<file path="config.mk">
export PLATFORM = sky130hd
export DESIGN_NAME = segxl_unit
export DESIGN_NICKNAME = d
export VERILOG_FILES = /design/src/rtl/segxl_pkg.sv /design/src/rtl/segxl_table.sv /design/src/rtl/segxl_check.sv /design/src/rtl/segxl_unit.sv
export SDC_FILE = /design/constraint.sdc
export NUM_CORES = 1
export LEC_CHECK = 0
export BUFFER_PORTS_ARGS = -buffer_cell sky130_fd_sc_hd__buf_2
export CORE_UTILIZATION = 58
export CTS_CLUSTER_SIZE = 8
export DETAILED_ROUTE_END_ITERATION = 7
export MAX_ROUTING_LAYER = met4
export PLACE_DENSITY = 0.8
export SLEW_MARGIN = 15
export SYNTH_ARGS = -nofsm -noshare
export SYNTH_HDL_FRONTEND = slang
export SYNTH_SLANG_ARGS = --single-unit
</file>
<file path="constraint.sdc">
create_clock -name clk -period 4.8 [get_ports clk]
set_clock_uncertainty 0.15 [all_clocks]
set_input_delay 1.44 -clock clk [delete_from_list [all_inputs] [get_ports clk]]
set_output_delay 1.44 -clock clk [all_outputs]
set_load 0.03 [all_outputs]
</file>
<file path="src/rtl/segxl_pkg.sv">
package segxl_pkg;

    typedef enum logic [2:0] {
        FLT_NONE    = 3'd0,
        FLT_SEG     = 3'd1,
        FLT_INVALID = 3'd2,
        FLT_PERM    = 3'd3,
        FLT_LIMIT   = 3'd4
    } fault_e;

    typedef enum logic [1:0] {
        ACC_READ  = 2'd0,
        ACC_WRITE = 2'd1,
        ACC_EXEC  = 2'd2,
        ACC_RSVD  = 2'd3
    } access_e;

    localparam int PERM_W = 3;

endpackage

</file>
<file path="src/rtl/segxl_table.sv">
module segxl_table
    import segxl_pkg::*;
#(
    parameter int SEG_W  = 2,
    parameter int BASE_W = 8,
    parameter int LIM_W  = 6
) (
    input  logic              clk,
    input  logic              rst_n,
    input  logic              ent_we,
    input  logic [SEG_W-1:0]  ent_idx,
    input  logic [BASE_W-1:0] ent_base,
    input  logic [LIM_W-1:0]  ent_limit,
    input  logic              ent_valid,
    input  logic [PERM_W-1:0] ent_perm,
    input  logic              cnt_we,
    input  logic [SEG_W:0]    cnt_val,
    input  logic [SEG_W-1:0]  rd_idx,
    output logic [BASE_W-1:0] rd_base,
    output logic [LIM_W-1:0]  rd_limit,
    output logic              rd_valid,
    output logic [PERM_W-1:0] rd_perm,
    output logic [SEG_W:0]    seg_count
);
    localparam int NSEG  = 1 << SEG_W;
    localparam int CNT_W = SEG_W + 1;

    typedef struct packed {
        logic [BASE_W-1:0] base;
        logic [LIM_W-1:0]  limit;
        logic              valid;
        logic [PERM_W-1:0] perm;
    } slot_t;

    typedef struct packed {
        slot_t [NSEG-1:0] slot;
        logic [CNT_W-1:0] cnt;
    } tbl_t;

    tbl_t st_d, st_q;

    always_comb begin
        st_d = st_q;
        for (int i = 0; i < NSEG; i++) begin
            if (ent_we && (ent_idx == SEG_W'(i))) begin
                st_d.slot[i].base  = ent_base;
                st_d.slot[i].limit = ent_limit;
                st_d.slot[i].valid = ent_valid;
                st_d.slot[i].perm  = ent_perm;
            end
        end
        if (cnt_we) st_d.cnt = cnt_val;
    end

    always_ff @(posedge clk) begin
        if (!rst_n) st_q <= '0;
        else        st_q <= st_d;
    end

    assign rd_base   = st_q.slot[rd_idx].base;
    assign rd_limit  = st_q.slot[rd_idx].limit;
    assign rd_valid  = st_q.slot[rd_idx].valid;
    assign rd_perm   = st_q.slot[rd_idx].perm;
    assign seg_count = st_q.cnt;


    cnt_load_chk: assert property (@(posedge clk) disable iff (!rst_n)
        cnt_we |=> (seg_count == $past(cnt_val)));

endmodule

</file>
<file path="src/rtl/segxl_check.sv">
module segxl_check
    import segxl_pkg::*;
#(
    parameter int SEG_W  = 2,
    parameter int OFF_W  = 6,
    parameter int BASE_W = 8,
    parameter int LIM_W  = 6,
    parameter int PA_W   = 8
) (
    input  logic [SEG_W-1:0]  seg,
    input  logic [OFF_W-1:0]  off,
    input  logic [1:0]        access,
    input  logic [SEG_W:0]    seg_count,
    input  logic [BASE_W-1:0] base,
    input  logic [LIM_W-1:0]  limit,
    input  logic              valid,
    input  logic [PERM_W-1:0] perm,
    output logic [2:0]        fault,
    output logic [PA_W-1:0]   paddr
);
    localparam int CMP_W = (OFF_W > LIM_W) ? OFF_W : LIM_W;

    logic granted;
    logic in_range;
    logic under_limit;

    always_comb begin
        case (access_e'(access))
            ACC_READ:  granted = perm[0];
            ACC_WRITE: granted = perm[1];
            ACC_EXEC:  granted = perm[2];
            default:   granted = 1'b0;
        endcase
    end

    assign in_range    = {1'b0, seg} < seg_count;
    assign under_limit = CMP_W'(off) < CMP_W'(limit);

    always_comb begin
        fault = FLT_NONE;
        paddr = '0;
        if (!in_range)         fault = FLT_SEG;
        else if (!valid)       fault = FLT_INVALID;
        else if (!granted)     fault = FLT_PERM;
        else if (!under_limit) fault = FLT_LIMIT;
        else                   paddr = PA_W'(base) + PA_W'(off);
    end

endmodule

</file>
<file path="src/rtl/segxl_unit.sv">
module segxl_unit
    import segxl_pkg::*;
#(
    parameter int LA_W   = 8,
    parameter int SEG_W  = 2,
    parameter int BASE_W = 8,
    parameter int LIM_W  = 6
) (
    input  logic              clk,
    input  logic              rst_n,
    input  logic              cfg_ent_we,
    input  logic [SEG_W-1:0]  cfg_ent_idx,
    input  logic [BASE_W-1:0] cfg_ent_base,
    input  logic [LIM_W-1:0]  cfg_ent_limit,
    input  logic              cfg_ent_valid,
    input  logic [2:0]        cfg_ent_perm,
    input  logic              cfg_cnt_we,
    input  logic [SEG_W:0]    cfg_cnt,
    input  logic              req_valid,
    input  logic              req_user,
    input  logic [1:0]        req_access,
    input  logic [LA_W-1:0]   req_laddr,
    output logic              rsp_valid,
    output logic [BASE_W-1:0] rsp_paddr,
    output logic [2:0]        rsp_fault
);
    localparam int OFF_W = LA_W - SEG_W;
    localparam int PA_W  = BASE_W;

    typedef struct packed {
        logic            valid;
        logic [2:0]      fault;
        logic [PA_W-1:0] paddr;
    } rsp_t;

    rsp_t rsp_d, rsp_q;

    logic [SEG_W-1:0]  seg;
    logic [OFF_W-1:0]  off;
    logic [BASE_W-1:0] t_base;
    logic [LIM_W-1:0]  t_limit;
    logic              t_valid;
    logic [PERM_W-1:0] t_perm;
    logic [SEG_W:0]    seg_count;
    logic [2:0]        chk_fault;
    logic [PA_W-1:0]   chk_paddr;

    assign seg = req_laddr[LA_W-1 -: SEG_W];
    assign off = req_laddr[OFF_W-1:0];

    segxl_table #(.SEG_W(SEG_W), .BASE_W(BASE_W), .LIM_W(LIM_W)) u_table (
        .clk       (clk),
        .rst_n     (rst_n),
        .ent_we    (cfg_ent_we),
        .ent_idx   (cfg_ent_idx),
        .ent_base  (cfg_ent_base),
        .ent_limit (cfg_ent_limit),
        .ent_valid (cfg_ent_valid),
        .ent_perm  (cfg_ent_perm),
        .cnt_we    (cfg_cnt_we),
        .cnt_val   (cfg_cnt),
        .rd_idx    (seg),
        .rd_base   (t_base),
        .rd_limit  (t_limit),
        .rd_valid  (t_valid),
        .rd_perm   (t_perm),
        .seg_count (seg_count)
    );

    segxl_check #(.SEG_W(SEG_W), .OFF_W(OFF_W), .BASE_W(BASE_W),
                  .LIM_W(LIM_W), .PA_W(PA_W)) u_check (
        .seg       (seg),
        .off       (off),
        .access    (req_access),
        .seg_count (seg_count),
        .base      (t_base),
        .limit     (t_limit),
        .valid     (t_valid),
        .perm      (t_perm),
        .fault     (chk_fault),
        .paddr     (chk_paddr)
    );

    always_comb begin
        rsp_d       = '0;
        rsp_d.valid = req_valid;
        if (req_valid) begin
            if (!req_user) begin
                rsp_d.fault = FLT_NONE;
                rsp_d.paddr = PA_W'(req_laddr);
            end else begin
                rsp_d.fault = chk_fault;
                rsp_d.paddr = chk_paddr;
            end
        end
    end

    always_ff @(posedge clk) begin
        if (!rst_n) rsp_q <= '0;
        else        rsp_q <= rsp_d;
    end

    assign rsp_valid = rsp_q.valid;
    assign rsp_paddr = rsp_q.paddr;
    assign rsp_fault = rsp_q.fault;


    rsp_follow_chk: assert property (@(posedge clk) disable iff (!rst_n)
        req_valid |=> rsp_valid);


    rsp_idle_chk: assert property (@(posedge clk) disable iff (!rst_n)
        !req_valid |=> (!rsp_valid && rsp_fault == 3'd0 && rsp_paddr == '0));


    kernel_pass_chk: assert property (@(posedge clk) disable iff (!rst_n)
        (req_valid && !req_user) |=>
            (rsp_fault == 3'd0 && rsp_paddr == PA_W'($past(req_laddr))));


    seg_range_chk: assert property (@(posedge clk) disable iff (!rst_n)
        (req_valid && req_user && ({1'b0, seg} >= seg_count)) |=> (rsp_fault == 3'd1));


    fault_addr_zero_chk: assert property (@(posedge clk) disable iff (!rst_n)
        (rsp_valid && rsp_fault != 3'd0) |-> (rsp_paddr == '0));


    fault_code_chk: assert property (@(posedge clk) disable iff (!rst_n)
        rsp_fault <= 3'd4);

endmodule

</file>
==> impl_metrics.py <==
metrics = {
    "status": {
        "outcome": "completed",
    },
    "worst_setup_path": {
        "crit_path_start": "req_laddr[6]",
        "critPathKind": "input port to flip-flop",
        "r2r-start": "u_table.st_q[46]",
        "worst-path-max-fanout": 16,
        "endpoint_kind": "flip-flop",
        "reg2reg_slack_ps": 2170,
        "crit_arrival_ps": 4030,
        "cp-start-kind": "input port",
        "worstPathRequired_ps": 4900,
    },
    "die": {
        "rows": 30,
        "die-area_mm2": 0.00733,
        "die_y_um": 85.6,
        "core_area_mm2": 0.00679,
        "die_x_um": 85.6,
        "initial_core_util": 0.597,
        "io_pins": 51,
    },
    "sta": {
        "rsz0062_at_grt": "false",
        "hold_violations": 0,
        "fin_tns_setup_ps": 0,
        "worst_slew_pin_slew_ps": 939,
        "max_freq_ghz": 0.254,
        "setup_viol": 0,
        "post-route-min-period_ps": 3930,
        "hold-worst-slack_ps": 313,
        "drv_slew": 0,
        "max-slew-margin-rel": 0.373,
        "min_period_over_period": 0.820,
    },
    "yosys": {
        "seq_area_frac_synth": 0.429,
        "synthArstFlopShare": 0,
        "syn_nets": 491,
        "ys_ff_latch": 87,
        "syn_inst": 439,
        "synth_edf_count": 0,
        "syn_area_mm2": 0.00406,
        "synth.avg_cell_area_um2": 9.24,
        "ys_types": 37,
        "synth_flop_cell": "dfxtp_1",
        "synth_warnings": 0,
    },
    "place": {
        "gp_congestion": 0.837,
        "portBuffers": 50,
        "hpwl_mm": 6.08,
    },
    "grt": {
        "grt_max_degree": 76,
        "grt_pass1_wl_mm": 15.0,
        "grtUsageTotal": 0.276,
        "grt_overflow": 0,
        "antenna_found_initial": 0,
        "grt_pass1_vias": 3048,
    },
    "route": {
        "first_pass_iters": 4,
        "drc": 0,
        "drt_wl_total_mm": 9.23,
        "antenna_left": 0,
        "drt_iter0_drc": 317,
        "wl_per_cell_um": 15.9,
        "vias": 3236,
        "viasPerCell": 5.58,
    },
    "worst_hold_path": {
        "min-delay-start": "u_table.st_q[10]",
        "hold_class": "flip-flop to flip-flop",
    },
    "cts": {
        "cts_max_level": 3,
        "postCtsSetupBuffers": 0,
        "ctsResizeCount": 0,
        "cts_tree": "built",
        "hold_buffers": 0,
        "clock_latency_ps": 350,
        "clockBufferDepth": 2,
        "clock_sinks": 87,
        "cts-buffers-inserted": 9,
        "clk_pin_slew_worst_paths_ps": 80,
        "root_buffer": "clkbuf_8",
    },
    "pwr": {
        "power_density_mw_per_mm2": 313,
        "peakVddDrop_uv": 141,
        "p_leak_nw": 1.75,
    },
    "finish": {
        "multi_input_area_mm2": 0.00218,
        "drive_gt1_frac": 0.182,
        "syn_to_final_growth_pct": 12.1,
        "seqCellArea_mm2": 0.00174,
        "fin_nets": 531,
        "antenna_cells": 0,
        "fillers": 555,
    },
    "run": {
        "cap_violations": 0,
    },
}
==> critical path: stages <==
cell,delay [ps]
buf_2,370
buf_4,250
mux4_2,510
ha_1,360
o21ai_0,280
o21bai_1,140
o311ai_0,370
xnor2_1,110
a22o_1,200
==> sequential cells by signal (all words and copies together), names as in the netlist <==
| name | cells |
|---|---|
| rsp_valid | 1 |
| rsp_fault | 3 |
| u_table.st_q | 72 |
| u_table.seg_count | 3 |
| rsp_paddr | 8 |
==> kinds of logic after synthesis <==
| family | share of synthesized area |
|---|---|
| AND/OR/NAND/NOR | 0.173 |
| AO/OA/AOI/OAI | 0.193 |
| flip-flops | 0.429 |
| buffers and inverters | 0.0352 |
| multiplexers | 0.115 |
| adder cells (fa/ha/maj) | 0.0419 |
| XOR/XNOR | 0.0130 |
==> synth_stat cells (2+ instances only) <==
master | instances | area share
ha_1 | 12 | 0.037
mux2i_1 | 6 | 0.015
dfxtp_1 | 87 | 0.43
a21oi_1 | 9 | 0.011
nand3_1 | 2 | 0.0025
xnor2_1 | 5 | 0.011
or2_2 | 2 | 0.0031
clkbuf_1 | 24 | 0.022
nor3_1 | 3 | 0.0037
nor2_1 | 4 | 0.0037
mux4_1 | 6 | 0.039
a22o_1 | 8 | 0.017
o21bai_1 | 2 | 0.0037
a211oi_1 | 2 | 0.0037
inv_1 | 7 | 0.0065
nand2b_1 | 2 | 0.0031
a21o_1 | 2 | 0.0037
a21boi_0 | 72 | 0.13
buf_6 | 2 | 0.0056
o311ai_0 | 2 | 0.0043
nand2_1 | 148 | 0.14
o21ai_0 | 3 | 0.0037
mux4_2 | 11 | 0.061
nor2b_1 | 5 | 0.0077
==> per-layer routing <==
layer	vias up	global-route usage	routed length [um]
li1	1585	-	-
met1	1518	0.358	4110
met2	118	0.431	4250
met3	15	0.0568	680
met4	0	0.0955	192
met5	-	-	0
==> stage by stage <==
stage	instance area (um^2)	setup slack [ps]	cells	utilization	power (mW)
global route	4550	732	580	0.670	1.48
finish	4550	865	580	0.670	1.42
detailed placement	4360	527	564	0.642	0.937
floorplan	4060	725	439	-	0.878
global placement	4360	674	564	0.642	0.930
CTS	4550	879	580	0.670	1.43
==> worst paths after layout <==
check,endpoint,cells past startpoint
max,rsp_paddr[7],9
max reg2reg,rsp_paddr[4],8
min reg2reg,u_table.st_q[10],2
min,u_table.st_q[10],2
==> final cells by class <==
class                   instances  area share
clock buffers                  12      0.0319
clock inverters                 4     0.00990
inverters                       7     0.00578
multi-input cells             318       0.478
flip-flops and latches         87       0.383
well taps                      96      0.0264
repair buffers                 56      0.0649
==> report_power, final <==
part | switching [mW] | total, mW | internal [mW]
Clock | 0.248 | 0.501 | 0.253
Sequential | 0.0109 | 0.756 | 0.745
Combinational | 0.0960 | 0.165 | 0.0692
==> cells in the final DEF (no fill, tap or decap), types with 2 or more instances in the layout <==
cell type,instances
nand2_1,148
dfxtp_1,87
a21boi_0,72
buf_2,50
ha_1,12
mux4_2,11
clkbuf_8,10
a21oi_1,9
a22o_1,8
inv_1,7
mux4_1,6
mux2i_1,6
buf_4,6
nor2b_1,5
xnor2_1,5
nor2_1,3
nor3_1,3
o21ai_0,3
clkinv_2,3
or2_2,2
nand3_1,2
o311ai_0,2
nand2b_1,2
a211oi_1,2
o21bai_1,2
a21o_1,2
clkbuf_1,2
Power figures use the tool's default switching activity.
